## config.mk

```make
export PLATFORM = sky130hd
export DESIGN_NAME = llc_admit_front
export DESIGN_NICKNAME = d
export VERILOG_FILES = /design/src/rtl/llc_admit_pkg.sv /design/src/rtl/llc_rr_arbiter.sv /design/src/rtl/llc_miss_table.sv /design/src/rtl/llc_victim_buf.sv /design/src/rtl/llc_admit_front.sv
export SDC_FILE = /design/constraint.sdc
export NUM_CORES = 1
export LEC_CHECK = 0
export BUFFER_PORTS_ARGS = -buffer_cell sky130_fd_sc_hd__buf_2
export CORE_MARGIN = 5
export CORE_UTILIZATION = 40
export DETAILED_ROUTE_END_ITERATION = 7
export SKIP_CTS_REPAIR_TIMING = 1
export SLEW_MARGIN = 20
export SYNTH_ARGS = -nofsm -noshare
export SYNTH_HDL_FRONTEND = slang
export SYNTH_SLANG_ARGS = --single-unit
```

## constraint.sdc

```tcl
create_clock -name clk -period 6.85 [get_ports clk]
set_clock_uncertainty 0.15 [all_clocks]
set_input_delay 1.37 -clock clk [delete_from_list [all_inputs] [get_ports clk]]
set_output_delay 1.37 -clock clk [all_outputs]
set_load 0.005 [all_outputs]
```

## src/rtl/llc_admit_pkg.sv

```systemverilog
package llc_admit_pkg;

  // Kind of transfer on the lower-level memory port
  typedef enum logic {
    OP_READ  = 1'b0,
    OP_WRITE = 1'b1
  } mem_op_e;

endpackage

```

## src/rtl/llc_rr_arbiter.sv

```systemverilog
module llc_rr_arbiter #(
  parameter int N = 4
) (
  input  logic         clk,
  input  logic         rst,
  input  logic [N-1:0] req,
  input  logic         en,
  output logic [N-1:0] gnt
);
  localparam int IW = (N > 1) ? $clog2(N) : 1;

  logic [IW-1:0] last_q;
  logic [IW-1:0] last_nxt;

  // Search starts one past the last winner
  always_comb begin
    logic          found;
    logic [IW-1:0] pos;
    gnt   = '0;
    found = 1'b0;
    pos   = '0;
    for (int k = 1; k <= N; k++) begin
      pos = IW'((int'(last_q) + k) % N);
      if (en && !found && req[pos]) begin
        gnt[pos] = 1'b1;
        found    = 1'b1;
      end
    end
  end

  always_comb begin
    last_nxt = last_q;
    for (int i = 0; i < N; i++)
      if (gnt[i]) last_nxt = IW'(i);
  end

  always_ff @(posedge clk) begin
    if (rst) last_q <= IW'(N - 1);
    else     last_q <= last_nxt;
  end
endmodule

```

## src/rtl/llc_miss_table.sv

```systemverilog
module llc_miss_table #(
  parameter int N  = 4,
  parameter int NC = 4,
  parameter int LW = 16,
  localparam int IW = (N > 1) ? $clog2(N) : 1,
  localparam int CW = $clog2(N + 1)
) (
  input  logic          clk,
  input  logic          rst,
  input  logic [LW-1:0] look_line,
  output logic          match,
  input  logic          alloc_en,
  input  logic          merge_en,
  input  logic [NC-1:0] core_mask,
  output logic          iss_valid,
  output logic [LW-1:0] iss_line,
  input  logic          iss_fire,
  input  logic          rsp_valid,
  input  logic [LW-1:0] rsp_line,
  output logic [NC-1:0] done_mask,
  output logic [CW-1:0] free_cnt
);
  logic [N-1:0]  vld_q, sent_q;
  logic [LW-1:0] line_q [N];
  logic [NC-1:0] wait_q [N];

  logic [IW-1:0] match_idx, free_idx, iss_idx, rsp_idx;
  logic          rsp_hit;

  always_comb begin
    match = 1'b0; match_idx = '0;
    rsp_hit = 1'b0; rsp_idx = '0;
    iss_valid = 1'b0; iss_idx = '0;
    free_idx = '0; free_cnt = '0;
    for (int i = N - 1; i >= 0; i--) begin
      if (vld_q[i] && line_q[i] == look_line) begin
        match = 1'b1; match_idx = IW'(i);
      end
      if (vld_q[i] && sent_q[i] && line_q[i] == rsp_line) begin
        rsp_hit = rsp_valid; rsp_idx = IW'(i);
      end
      if (vld_q[i] && !sent_q[i]) begin
        iss_valid = 1'b1; iss_idx = IW'(i);
      end
      if (!vld_q[i]) begin
        free_idx = IW'(i); free_cnt = free_cnt + CW'(1);
      end
    end
  end

  assign iss_line = line_q[iss_idx];

  // A merge landing on the entry that retires this cycle is answered with it
  always_comb begin
    done_mask = '0;
    if (rsp_hit) begin
      done_mask = wait_q[rsp_idx];
      if (merge_en && match_idx == rsp_idx) done_mask = done_mask | core_mask;
    end
  end

  always_ff @(posedge clk) begin
    if (rst) begin
      vld_q  <= '0;
      sent_q <= '0;
      for (int i = 0; i < N; i++) begin
        line_q[i] <= '0;
        wait_q[i] <= '0;
      end
    end else begin
      for (int i = 0; i < N; i++) begin
        if (rsp_hit && rsp_idx == IW'(i)) begin
          vld_q[i] <= 1'b0;
        end else if (alloc_en && free_idx == IW'(i)) begin
          vld_q[i]  <= 1'b1;
          sent_q[i] <= 1'b0;
          line_q[i] <= look_line;
          wait_q[i] <= core_mask;
        end else begin
          if (merge_en && match_idx == IW'(i)) wait_q[i] <= wait_q[i] | core_mask;
          if (iss_fire && iss_idx == IW'(i))   sent_q[i] <= 1'b1;
        end
      end
    end
  end
endmodule

```

## src/rtl/llc_victim_buf.sv

```systemverilog
module llc_victim_buf #(
  parameter int N  = 4,
  parameter int LW = 16,
  localparam int IW = (N > 1) ? $clog2(N) : 1,
  localparam int CW = $clog2(N + 1)
) (
  input  logic          clk,
  input  logic          rst,
  input  logic          push_en,
  input  logic [LW-1:0] push_line,
  input  logic [LW-1:0] look_line,
  output logic          match,
  input  logic          take_en,
  output logic          drain_valid,
  output logic [LW-1:0] drain_line,
  input  logic          drain_fire,
  output logic [CW-1:0] free_cnt
);
  logic [N-1:0]  vld_q;
  logic [LW-1:0] line_q [N];
  logic [IW-1:0] match_idx, free_idx, drain_idx;

  always_comb begin
    match = 1'b0; match_idx = '0;
    drain_valid = 1'b0; drain_idx = '0;
    free_idx = '0; free_cnt = '0;
    for (int i = N - 1; i >= 0; i--) begin
      if (vld_q[i] && line_q[i] == look_line) begin
        match = 1'b1; match_idx = IW'(i);
      end
      if (vld_q[i]) begin
        drain_valid = 1'b1; drain_idx = IW'(i);
      end else begin
        free_idx = IW'(i); free_cnt = free_cnt + CW'(1);
      end
    end
  end

  assign drain_line = line_q[drain_idx];

  always_ff @(posedge clk) begin
    if (rst) begin
      vld_q <= '0;
      for (int i = 0; i < N; i++) line_q[i] <= '0;
    end else begin
      for (int i = 0; i < N; i++) begin
        if ((take_en && match_idx == IW'(i)) || (drain_fire && drain_idx == IW'(i)))
          vld_q[i] <= 1'b0;
        else if (push_en && free_idx == IW'(i)) begin
          vld_q[i]  <= 1'b1;
          line_q[i] <= push_line;
        end
      end
    end
  end
endmodule

```

## src/rtl/llc_admit_front.sv

```systemverilog
module llc_admit_front
  import llc_admit_pkg::*;
#(
  parameter int NCORES = 4,
  parameter int LINE_W = 16,
  parameter int MSHR_N = 4,
  parameter int WB_N   = 4,
  parameter int CNT_W  = 16
) (
  input  logic                             clk,
  input  logic                             rst,
  input  logic [NCORES-1:0]                core_req_valid,
  input  logic [NCORES-1:0][LINE_W-1:0]    core_req_line,
  input  logic [NCORES-1:0]                core_req_miss,
  input  logic [NCORES-1:0]                core_req_vic_dirty,
  input  logic [NCORES-1:0][LINE_W-1:0]    core_req_vic_line,
  output logic [NCORES-1:0]                core_req_ready,
  output logic [NCORES-1:0]                core_resp_valid,
  output logic                             mem_req_valid,
  output logic                             mem_req_write,
  output logic [LINE_W-1:0]                mem_req_line,
  input  logic                             mem_req_ready,
  input  logic                             mem_rsp_valid,
  input  logic [LINE_W-1:0]                mem_rsp_line,
  output logic [$clog2(MSHR_N+1)-1:0]      mshr_free,
  output logic [$clog2(WB_N+1)-1:0]        wb_free,
  output logic [CNT_W-1:0]                 blocked_cycles
);
  logic [NCORES-1:0] gnt, eligible, busy_q, done_mask;
  logic [LINE_W-1:0] sel_line, sel_vline, m_iss_line, wb_drain_line;
  logic              blocked, any_gnt, sel_miss, sel_vd;
  logic              m_match, m_iss_valid, wb_match, wb_drain_valid;
  logic              alloc_en, merge_en, take_en, push_en, hit_serve;
  logic              iss_fire, drain_fire;
  mem_op_e           op;

  // Either structure exhausted: nobody enters, hits included
  assign blocked  = (mshr_free == '0) || (wb_free == '0);
  assign eligible = core_req_valid & ~busy_q;

  llc_rr_arbiter #(.N(NCORES)) u_arb (
    .clk (clk),
    .rst (rst),
    .req (eligible),
    .en  (!blocked),
    .gnt (gnt)
  );

  always_comb begin
    sel_line  = '0;
    sel_vline = '0;
    sel_miss  = 1'b0;
    sel_vd    = 1'b0;
    for (int i = 0; i < NCORES; i++) begin
      if (gnt[i]) begin
        sel_line  = core_req_line[i];
        sel_vline = core_req_vic_line[i];
        sel_miss  = core_req_miss[i];
        sel_vd    = core_req_vic_dirty[i];
      end
    end
  end

  assign any_gnt   = |gnt;
  assign take_en   = any_gnt && sel_miss && wb_match;
  assign merge_en  = any_gnt && sel_miss && !wb_match && m_match;
  assign alloc_en  = any_gnt && sel_miss && !wb_match && !m_match;
  assign push_en   = alloc_en && sel_vd;
  assign hit_serve = any_gnt && (!sel_miss || wb_match);

  llc_miss_table #(.N(MSHR_N), .NC(NCORES), .LW(LINE_W)) u_mshr (
    .clk       (clk),
    .rst       (rst),
    .look_line (sel_line),
    .match     (m_match),
    .alloc_en  (alloc_en),
    .merge_en  (merge_en),
    .core_mask (gnt),
    .iss_valid (m_iss_valid),
    .iss_line  (m_iss_line),
    .iss_fire  (iss_fire),
    .rsp_valid (mem_rsp_valid),
    .rsp_line  (mem_rsp_line),
    .done_mask (done_mask),
    .free_cnt  (mshr_free)
  );

  llc_victim_buf #(.N(WB_N), .LW(LINE_W)) u_wb (
    .clk         (clk),
    .rst         (rst),
    .push_en     (push_en),
    .push_line   (sel_vline),
    .look_line   (sel_line),
    .match       (wb_match),
    .take_en     (take_en),
    .drain_valid (wb_drain_valid),
    .drain_line  (wb_drain_line),
    .drain_fire  (drain_fire),
    .free_cnt    (wb_free)
  );

  // Refill reads always win the single memory port
  assign op            = m_iss_valid ? OP_READ : OP_WRITE;
  assign mem_req_valid = m_iss_valid || wb_drain_valid;
  assign mem_req_write = (op == OP_WRITE);
  assign mem_req_line  = (op == OP_READ) ? m_iss_line : wb_drain_line;
  assign iss_fire      = mem_req_ready && m_iss_valid;
  assign drain_fire    = mem_req_ready && !m_iss_valid && wb_drain_valid;

  assign core_req_ready = gnt;

  always_ff @(posedge clk) begin
    if (rst) begin
      core_resp_valid <= '0;
      busy_q          <= '0;
      blocked_cycles  <= '0;
    end else begin
      core_resp_valid <= (hit_serve ? gnt : '0) | done_mask;
      busy_q          <= (busy_q | ((alloc_en || merge_en) ? gnt : '0)) & ~done_mask;
      if (blocked && (|core_req_valid) && (blocked_cycles != '1))
        blocked_cycles <= blocked_cycles + CNT_W'(1);
    end
  end
endmodule

```

Word level (Yosys, flattened, before mapping)
Memory sizes are Yosys's and may differ from the RTL's.
Index checks and enable logic that the tools add are counted.
{"block": "word_totals", "ff_bits": 38, "ram_bits": 144, "inputBits": 160, "output_inout_bits": 48, "elab_cells": 413, "mem_count": 3}
{"block": "classes", "n_addsub": 11, "order_cmp": 8, "eq_ne": 35, "n_mux": 182, "bitwise": 34, "n_reduce_logical": 123}
{"memory": "u_mshr.line_q", "words": 4, "word_bits": 16, "read_ports": 5, "rd_ports_with_merged_regs": 0, "wr": 4, "line": "llc_miss_table.sv:24", "source": "logic [LW-1:0] line_q [N];"}
{"memory": "u_wb.line_q", "words": 4, "word_bits": 16, "read_ports": 5, "rd_ports_with_merged_regs": 0, "wr": 4, "line": "llc_victim_buf.sv:20", "source": "logic [LW-1:0] line_q [N];"}
{"memory": "u_mshr.wait_q", "words": 4, "word_bits": 4, "read_ports": 5, "rd_ports_with_merged_regs": 0, "wr": 4, "line": "llc_miss_table.sv:25", "source": "logic [NC-1:0] wait_q [N];"}
{"op": "2-to-1 mux 16 bit", "n": 17}
{"op": "== test 16 bit", "n": 12}
{"op": "2-to-1 mux 1 bit", "n": 105}
{"op": "logical AND 1 bit", "n": 72}
{"op": "2-to-1 mux 4 bit", "n": 16}
{"op": "2-to-1 mux 2 bit", "n": 30}
{"op": "OR 4 bit", "n": 10}
{"op": "== test 2 bit (second input constant)", "n": 14}
{"op": "2-to-1 mux 3 bit", "n": 6}
{"op": "OR reduction 2 bit", "n": 9}
{"op": "adder 16 x 1 -> 16 bit (second input constant)", "n": 1}
{"op": "!= test 16 bit (second input constant)", "n": 1}
{"op": "OR 1 bit", "n": 16}
{"op": "== test 2 x 1 -> 1 bit (second input constant)", "n": 7}
{"op": "logical NOT 2 bit", "n": 7}
{"op": "adder 3 x 1 -> 3 bit (second input constant)", "n": 4}
{"op": "logical NOT 1 bit", "n": 12}
{"op": "less-than comparator 2 x 3 -> 1 bit (second input constant)", "n": 4}
{"op": "nonzero test 2 bit", "n": 5}
{"op": "bitwise AND 4 bit", "n": 2}
{"op": "binary-select mux 1 bit (select 2 bit)", "n": 4}
{"op": "demux 1 bit (select 2 bit)", "n": 4}
{"op": "greater-or-equal comparator 2 x 1 -> 1 bit (second input constant)", "n": 4}
{"op": "logical OR 1 bit", "n": 8}
{"op": "other kinds (11)", "n": 23}

Logic depth before layout (Yosys ltp)
Gate-level depths: netlist (run 1).
{"block": "logic_depth", "ltp_word": 44, "mapped_depth": 25, "mapped_depth_nobuf": 19}

Cells and area by module
From an unflattened synthesis (run 1), not the netlist that was laid out.
{"block": "unflattened", "cells_unflattened": 1430, "area_unflattened_um2": 13406.6}
{"module": "llc_miss_table", "n_inst": 1, "cells_each": 578, "area_per_inst_um2": 5909.4, "seq_area_each_um2": 2562.5}
{"module": "llc_victim_buf", "n_inst": 1, "cells_each": 468, "area_per_inst_um2": 4484.3, "seq_area_each_um2": 2001.9}
{"module": "llc_admit_front", "n_inst": 1, "cells_each": 334, "area_per_inst_um2": 2533.7, "seq_area_each_um2": 480.5}
{"module": "llc_rr_arbiter", "n_inst": 1, "cells_each": 50, "area_per_inst_um2": 479.2, "seq_area_each_um2": 40.0}

Worst setup path before layout (run 1)
No wires, ideal clock.
{"block": "synth_path", "path_type": "input -> register", "start": "input core_req_valid[2]", "end": "memory u_mshr.wait_q[0][0] (enable)", "setup_ps": 302, "arrival_time_ps": 6411, "required_ps": 6398, "setup_slack_ps": -13, "cell_stages": 20, "path_buffers": 5, "path_cell_list": "and4b_1 > or4_1 > buf_2 > and2_4 > a211o_1 > o21ai_2 > inv_2 > buf_6 > buf_6 > o311ai_4 > and2_1 > buf_4 > nand2_1 > o211a_1 > a41oi_2 > and4_1 > buf_2 > nand2_2 > o21ai_0 > or2_2"}
{"item": "start, declared", "line": "llc_admit_front.sv:12", "source": "input logic [NCORES-1:0] core_req_valid,"}
{"item": "end, declared", "line": "llc_miss_table.sv:25"}

==> results of run 1 <==
==> power by group through the flow <==
stage	combinational, mW	sequential, mW	clock (mW)
2_1_floorplan	4.76	1.57	0
3_3_place_gp	9.53	1.89	0
3_5_place_dp	9.51	1.89	0
4_1_cts	9.57	1.86	1.04
5_1_grt	10.2	1.88	1.09
6_report	9.95	1.90	1.04
==> state kept, by name, indices dropped and copies added (netlist names) <==
signal and flops:
u_arb.last_q 2, u_wb.line_q 64, busy_q 4, u_mshr.wait_q 16, blocked_cycles 16, u_mshr.vld_q 4
u_wb.vld_q 4, u_mshr.line_q 64, u_mshr.sent_q 4, core_resp_valid 4
==> Yosys cell counts (10+ instances only) <==
cell type / count / area (sq um)
and3_1: 34 / 213
nor3_1: 66 / 330
o22ai_1: 18 / 113
nand2_1: 155 / 582
nand2b_1: 18 / 113
or3_1: 15 / 93.8
a31oi_1: 14 / 87.6
or4_1: 11 / 82.6
mux2i_1: 23 / 230
nand3_1: 71 / 355
dfxtp_1: 38 / 761
a22oi_1: 12 / 90.1
a311oi_1: 19 / 166
a221oi_1: 22 / 193
nor2_1: 233 / 875
xor2_1: 72 / 631
inv_1: 66 / 248
mux2_2: 16 / 180
buf_2: 35 / 175
clkbuf_1: 88 / 330
a2111oi_0: 10 / 87.6
edfxtp_1: 144 / 4320
ha_1: 20 / 250
nand4_1: 40 / 250
o21a_1: 13 / 97.6
a211oi_1: 44 / 330
nor4_1: 37 / 231
o31ai_1: 20 / 150
xnor2_1: 81 / 709
o21ai_1: 10 / 50.1
o211ai_1: 47 / 353
o21ai_0: 63 / 315
a21oi_1: 66 / 330
o32ai_1: 11 / 96.3
nor2b_1: 22 / 138
buf_1: 11 / 41.3
==> per-stage QoR <==
stage	instance area, sq um	power, mW	cells	TNS, ns	utilization (%)
5_1_grt	19700	13.2	2765	-0.306	50.9
3_3_place_gp	19000	11.4	2733	-33.08	49.2
4_1_cts	19700	12.5	2765	-0.0532	50.8
2_1_floorplan	15700	6.33	1886	0	-
6_report	19700	12.9	2766	0	50.9
3_5_place_dp	19000	11.4	2733	-53.31	49.2
==> metal layers <==
| metal | wire length [um] | share of wire, % | up-vias | GRT usage [%] |
|---|---|---|---|---|
| met4 | 7370 | 8.0 | 6 | 26.3 |
| li1 | - | - | 7850 | - |
| met2 | 38400 | 41 | 1477 | 59.6 |
| met1 | 35200 | 38 | 8936 | 53.4 |
| met5 | 64 | 0.069 | - | 0 |
| met3 | 11700 | 13 | 362 | 11.0 |
==> how the worst max path moves through the flow <==
stage	to	slack (ns)	from	cells after the start
2_1_floorplan	u_wb.line_q[1][0]	0.12	core_req_valid[2]	20
3_3_place_gp	u_mshr.wait_q[1][2]	-0.27	core_req_valid[2]	18
3_5_place_dp	u_mshr.wait_q[1][2]	-0.34	core_req_valid[2]	18
4_1_cts	u_mshr.wait_q[1][2]	-0.02	u_wb.vld_q[3]	20
5_1_grt	u_wb.line_q[2][3]	-0.02	u_mshr.vld_q[2]	22
6_report	u_wb.line_q[2][12]	0.04	u_mshr.vld_q[2]	22
==> cells by family after synthesis <==
kind of cell	Yosys count	share of synthesized area, %
muxes	42	3.04
and+or+nand+nor	779	25.0
DFF	182	32.3
AOI/OAI and AO/OA	497	23.9
xor gates and xnor gates	153	8.52
buffers and inverters	213	5.63
adders and majority gates	20	1.59
==> worst register-to-register path, stage by stage (launching register included) <==
cell      delay, ns
dfxtp_1        0.32
inv_1          0.30
ha_1           0.38
xnor2_1        0.20
ha_1           0.34
nor3_1         0.06
a311oi_1       0.50
o32a_4         0.45
buf_4          0.34
buf_4          0.20
buf_4          0.21
o32ai_1        0.14
a31oi_1        0.39
a31o_2         0.17
a2111o_1       0.19
nor4_1         0.11
nand4_1        0.13
nor3_2         0.09
nor4_2         0.60
nand2_2        0.28
or4_1          0.65
nand2_1        0.16
buf_12         0.18
==> cell type report <==
class	instances	share of cell area, %
tap	518	3.29
timing repair buffer	471	16.4
clock buffer	17	2.16
multi-input combinational	1491	49.9
inverter	71	1.35
clock inverter	15	1.05
antenna	1	0.0127
sequential	182	25.8
==> impl_metrics.yaml, run 1 <==
worst_setup_path:
  worstPathMaxFanout: 24
  crit_path_top_delay_cell: "or4_1"
  crit_path_frequent_cell: "buf_4"
  path_delay_family: "simple AND/OR/NAND/NOR gates"
  worst-r2r-cell-count: 22
  cp_cell_sequence: "inv_1, ha_1, xnor2_1, ha_1, nor3_1, a311oi_1, o32a_4, buf_4, buf_4, buf_4, o32ai_1, a31oi_1, a31o_2, a2111o_1, nor4_1, nand4_1, nor3_2, nor4_2, nand2_2, or4_1, nand2_1, buf_12"
  timing.rr.end: "u_wb.line_q[2][12]"
  crit_path_start_kind: "register"
  crit_path_end_kind: "register"
  rr_startpoint: "u_mshr.vld_q[2]"
  path_class: "register to register"
  path_buf_inv: 5
  cp.required_ns: 6.86
  r2r_slack_ns: 0.04
  arrival_ns: 6.82
  critical_path.max_stage_delay_ns: 0.64
drt:
  drc: 0
  via_per_inst: 6.74
  vias: 18631
  drtIter0Drc: 2656
  drt.antenna.violating_nets: 0
  dr.pass1.iters: 6
  routed_wl_um: 92600
  detail_route.wl_per_cell_um: 33.5
logic_synthesis:
  avgSynthCellArea_sq_um: 8.34
  synth_edf_count: 144
  syn-instance-count: 1886
  ys_ff_latch: 182
  syn_nets: 2066
  syn-cell-area_sq_mm: 0.0157
  synth_cell_type_count: 105
  synthFlopType: "edfxtp_1"
  synth-async-reset-ratio_pct: 0
  ys_seq_area_share_pct: 32.3
  yosysWarnings: 0
clock_tree:
  worstSkewPairLatency_ns: 0.45
  cts_buffers: 17
  clockBufferDepth: 2
  htreeDepth: 4
  clk_pin_slew_worst_paths_ns: 0.08
  tritoncts: "done"
  root_buffer: "clkbuf_16"
  clock_sinks: 182
floorplanning:
  die_x_um: 208
  die_h_um: 208
  io_pins: 208
  rows: 72
  coreArea_sq_mm: 0.0387
  start_util_pct: 40.6
  dieArea_sq_mm: 0.0434
sta:
  final-setup-viol-count: 0
  fin_crit_ns: 6.81
  maxSlewHeadroom_pct: 27.4
  slew_violations: 0
  finalCritPeriodShare_pct: 99.4
  setup_slack_ns: 0.0418
  hold_ws_ns: 0.365
  tightest_slew_ns: 1.08
  hold_viol_final: 0
  fmax_ghz: 0.147
  rsz0062_at_grt: "true"
min_path:
  min_path_cells: 2
  min_path_type: "register to register"
  min_from: "u_mshr.sent_q[0]"
  holdPathEnd: "u_mshr.sent_q[0]"
power:
  powerDensity_mw_per_mm2: 653
  p_comb_share_pct: 77.2
  seqPwrFrac_pct: 14.8
  internal_power_mw: 5.77
  peakVddDrop_v: 0.000367
  p_clk_share_pct: 8.1
  p_switching_mw: 7.12
  switching_share_pct: 55.2
  p_leak_nw: 7.79
grt:
  track_usage_pct: 40.9
  grt_pass1_wl_um: 129000
  grt_max_degree: 43
  grt_overflow: 0
  antenna_found_initial: 4
  grt_pass1_vias: 17733
outcome:
  status: "completed"
placement:
  port_buffers: 207
  place_congestion: 1.12
  place_ws_ns: -0.337
  place_hpwl_um: 73100
layout:
  drive_above_1_share_pct: 25.8
  layout_commonest_cell: "buf_4"
  multi_input_area_sq_mm: 0.00985
  regArea_sq_mm: 0.00508
  final_cell_mix: "buf_4 (246), nor2_1 (233), buf_2 (207)"
  nets: 2414
  nFillCells: 3768
  synthToLayoutAreaGrowth_pct: 25.4
run:
  max_cap_viol_count: 0
Power figures use the tool's default switching activity.
==> inputs of run 2 (changes only) <==
- CORE_MARGIN: 5 -> 2
- CTS_BUF_LIST: unset -> sky130_fd_sc_hd__clkbuf_4 sky130_fd_sc_hd__clkbuf_8 sky130_fd_sc_hd__clkbuf_16
==> run 2 against run 1 <==
  * Worst setup slack better by 0.044 ns
  * Flip-flop and latch count did not move
  * First-iteration DRC count decreased by 5.2%
  * Register-to-register slack gained 0.04 ns
  * Critical endpoint is now u_mshr.wait_q[2][3]
  * Largest cell class unchanged
  * Largest power group unchanged
  * Highest routed layer unchanged
==> impl_metrics.yaml, run 2 (synthesis gave the netlist of run 1 again) <==
grt:
  track_usage_pct: 43.4
  grt_max_degree: 43
  antenna_found_initial: 4
  grt_pass1_vias: 17201
  grt_pass1_wl_um: 127000
  grt_overflow: 0
layout:
  insertedDiodeCount: 0
  largestRegisters: "u_mshr.line_q x64, u_wb.line_q x64"
  fin_util_pct: 49.8
  final_cell_mix: "nor2_1 (233), buf_2 (207), buf_4 (199)"
  fin_area_sq_mm: 0.0193
  nets: 2368
  synthToLayoutAreaGrowth_pct: 22.8
  drive_above_1_share_pct: 24.2
  layout_commonest_cell: "nor2_1"
  final_cells: 2719
floorplanning:
  rows: 72
  die_h_um: 202
  start_util_pct: 40.6
  io_pins: 208
  coreArea_sq_mm: 0.0387
  die_x_um: 202
  dieArea_sq_mm: 0.0409
drt:
  routed.top_layer: "met5"
  dr.pass1.iters: 7
  route.met2.wl_um: 38000
  met3_length_um: 12000
  drc: 0
  routed_wl_um: 90200
  drt.antenna.violating_nets: 0
  vias: 18380
  wl_met1_um: 34900
  detail_route.wl_per_cell_um: 33.2
  drtIter0Drc: 2518
  via_per_inst: 6.76
clock_tree:
  clk_pin_slew_worst_paths_ns: 0.07
  clock_sinks: 182
  clockBufferDepth: 2
  root_buffer: "clkbuf_16"
  cts_buffers: 17
  tritoncts: "done"
  worstSkewPairLatency_ns: 0.46
  htreeDepth: 4
worst_setup_path:
  worstPathMaxFanout: 8
  arrival_ns: 6.81
  path_class: "register to register"
  cp.required_ns: 6.90
  crit_path_end_kind: "register"
  crit_path_start_kind: "register"
placement:
  place_ws_ns: -0.407
  placed_area_sq_mm: 0.0187
  place_congestion: 1.09
  place_hpwl_um: 70800
  dp.cells: 2685
  port_buffers: 207
power:
  powerDensity_mw_per_mm2: 652
  peakVddDrop_v: 0.000329
  p_leak_nw: 7.54
  p_total_mw: 12.6
sta:
  rsz0062_at_grt: "true"
  fin_crit_ns: 6.76
  maxSlewHeadroom_pct: 24.4
  tightest_slew_ns: 1.12
  final-setup-viol-count: 0
  hold_ws_ns: 0.364
  fmax_ghz: 0.148
  setup_slack_ns: 0.0861
  finalCritPeriodShare_pct: 98.7
  slew_violations: 0
  hold_viol_final: 0
  final.setup.tns_ns: 0
outcome:
  status: "completed"
run:
  max_cap_viol_count: 0
min_path:
  min_path_type: "register to register"
==> run 2: final timing paths <==
check / startpoint / end / slack, ns / cells after the start
setup / recovery: u_mshr.vld_q[2] / u_mshr.wait_q[2][3] / 0.09 / 19
hold / removal: blocked_cycles[9] / blocked_cycles[9] / 0.36 / 2
setup reg to reg: u_mshr.vld_q[2] / u_mshr.wait_q[2][3] / 0.09 / 19
hold reg to reg: blocked_cycles[9] / blocked_cycles[9] / 0.36 / 2
==> run 2: final cells by class <==
type,count,area (sq um)
Clock buffer,20,454
Clock inverter,12,111
Fill cell,3808,19400
Inverter,71,267
Multi-Input combinational cell,1491,9830
Sequential cell,182,5080
Tap cell,518,648
Timing Repair Buffer,425,2910
==> run 2: where the power goes <==
group / total [mW] / switching [mW] / internal, mW
registers: 1.85 / 0.422 / 1.43
clock network: 0.967 / 0.471 / 0.495
logic: 9.77 / 6.17 / 3.60
total: 12.6 / 7.06 / 5.53
==> run 2: layer usage <==
layer  GRT usage (%)  up-vias
li1                -     7748
met1            57.7     8927
met2            64.7     1435
met3            11.7      268
met4            21.9        2
met5               0        -
==> run 2: worst max-delay path: stages, from the launching register on <==
cell	delay [ns]
dfxtp_1	0.32
inv_1	0.30
ha_1	0.37
xnor2_1	0.26
ha_1	0.31
nor3b_1	0.24
a211oi_1	0.13
o32ai_2	0.92
buf_4	0.35
a211oi_1	0.09
o32ai_1	0.44
nand4_1	0.14
a2111oi_0	0.42
buf_4	0.20
nand4_1	0.22
or4_4	0.49
and4_1	0.29
and3_1	0.31
a31o_1	0.22
or2_1	0.31
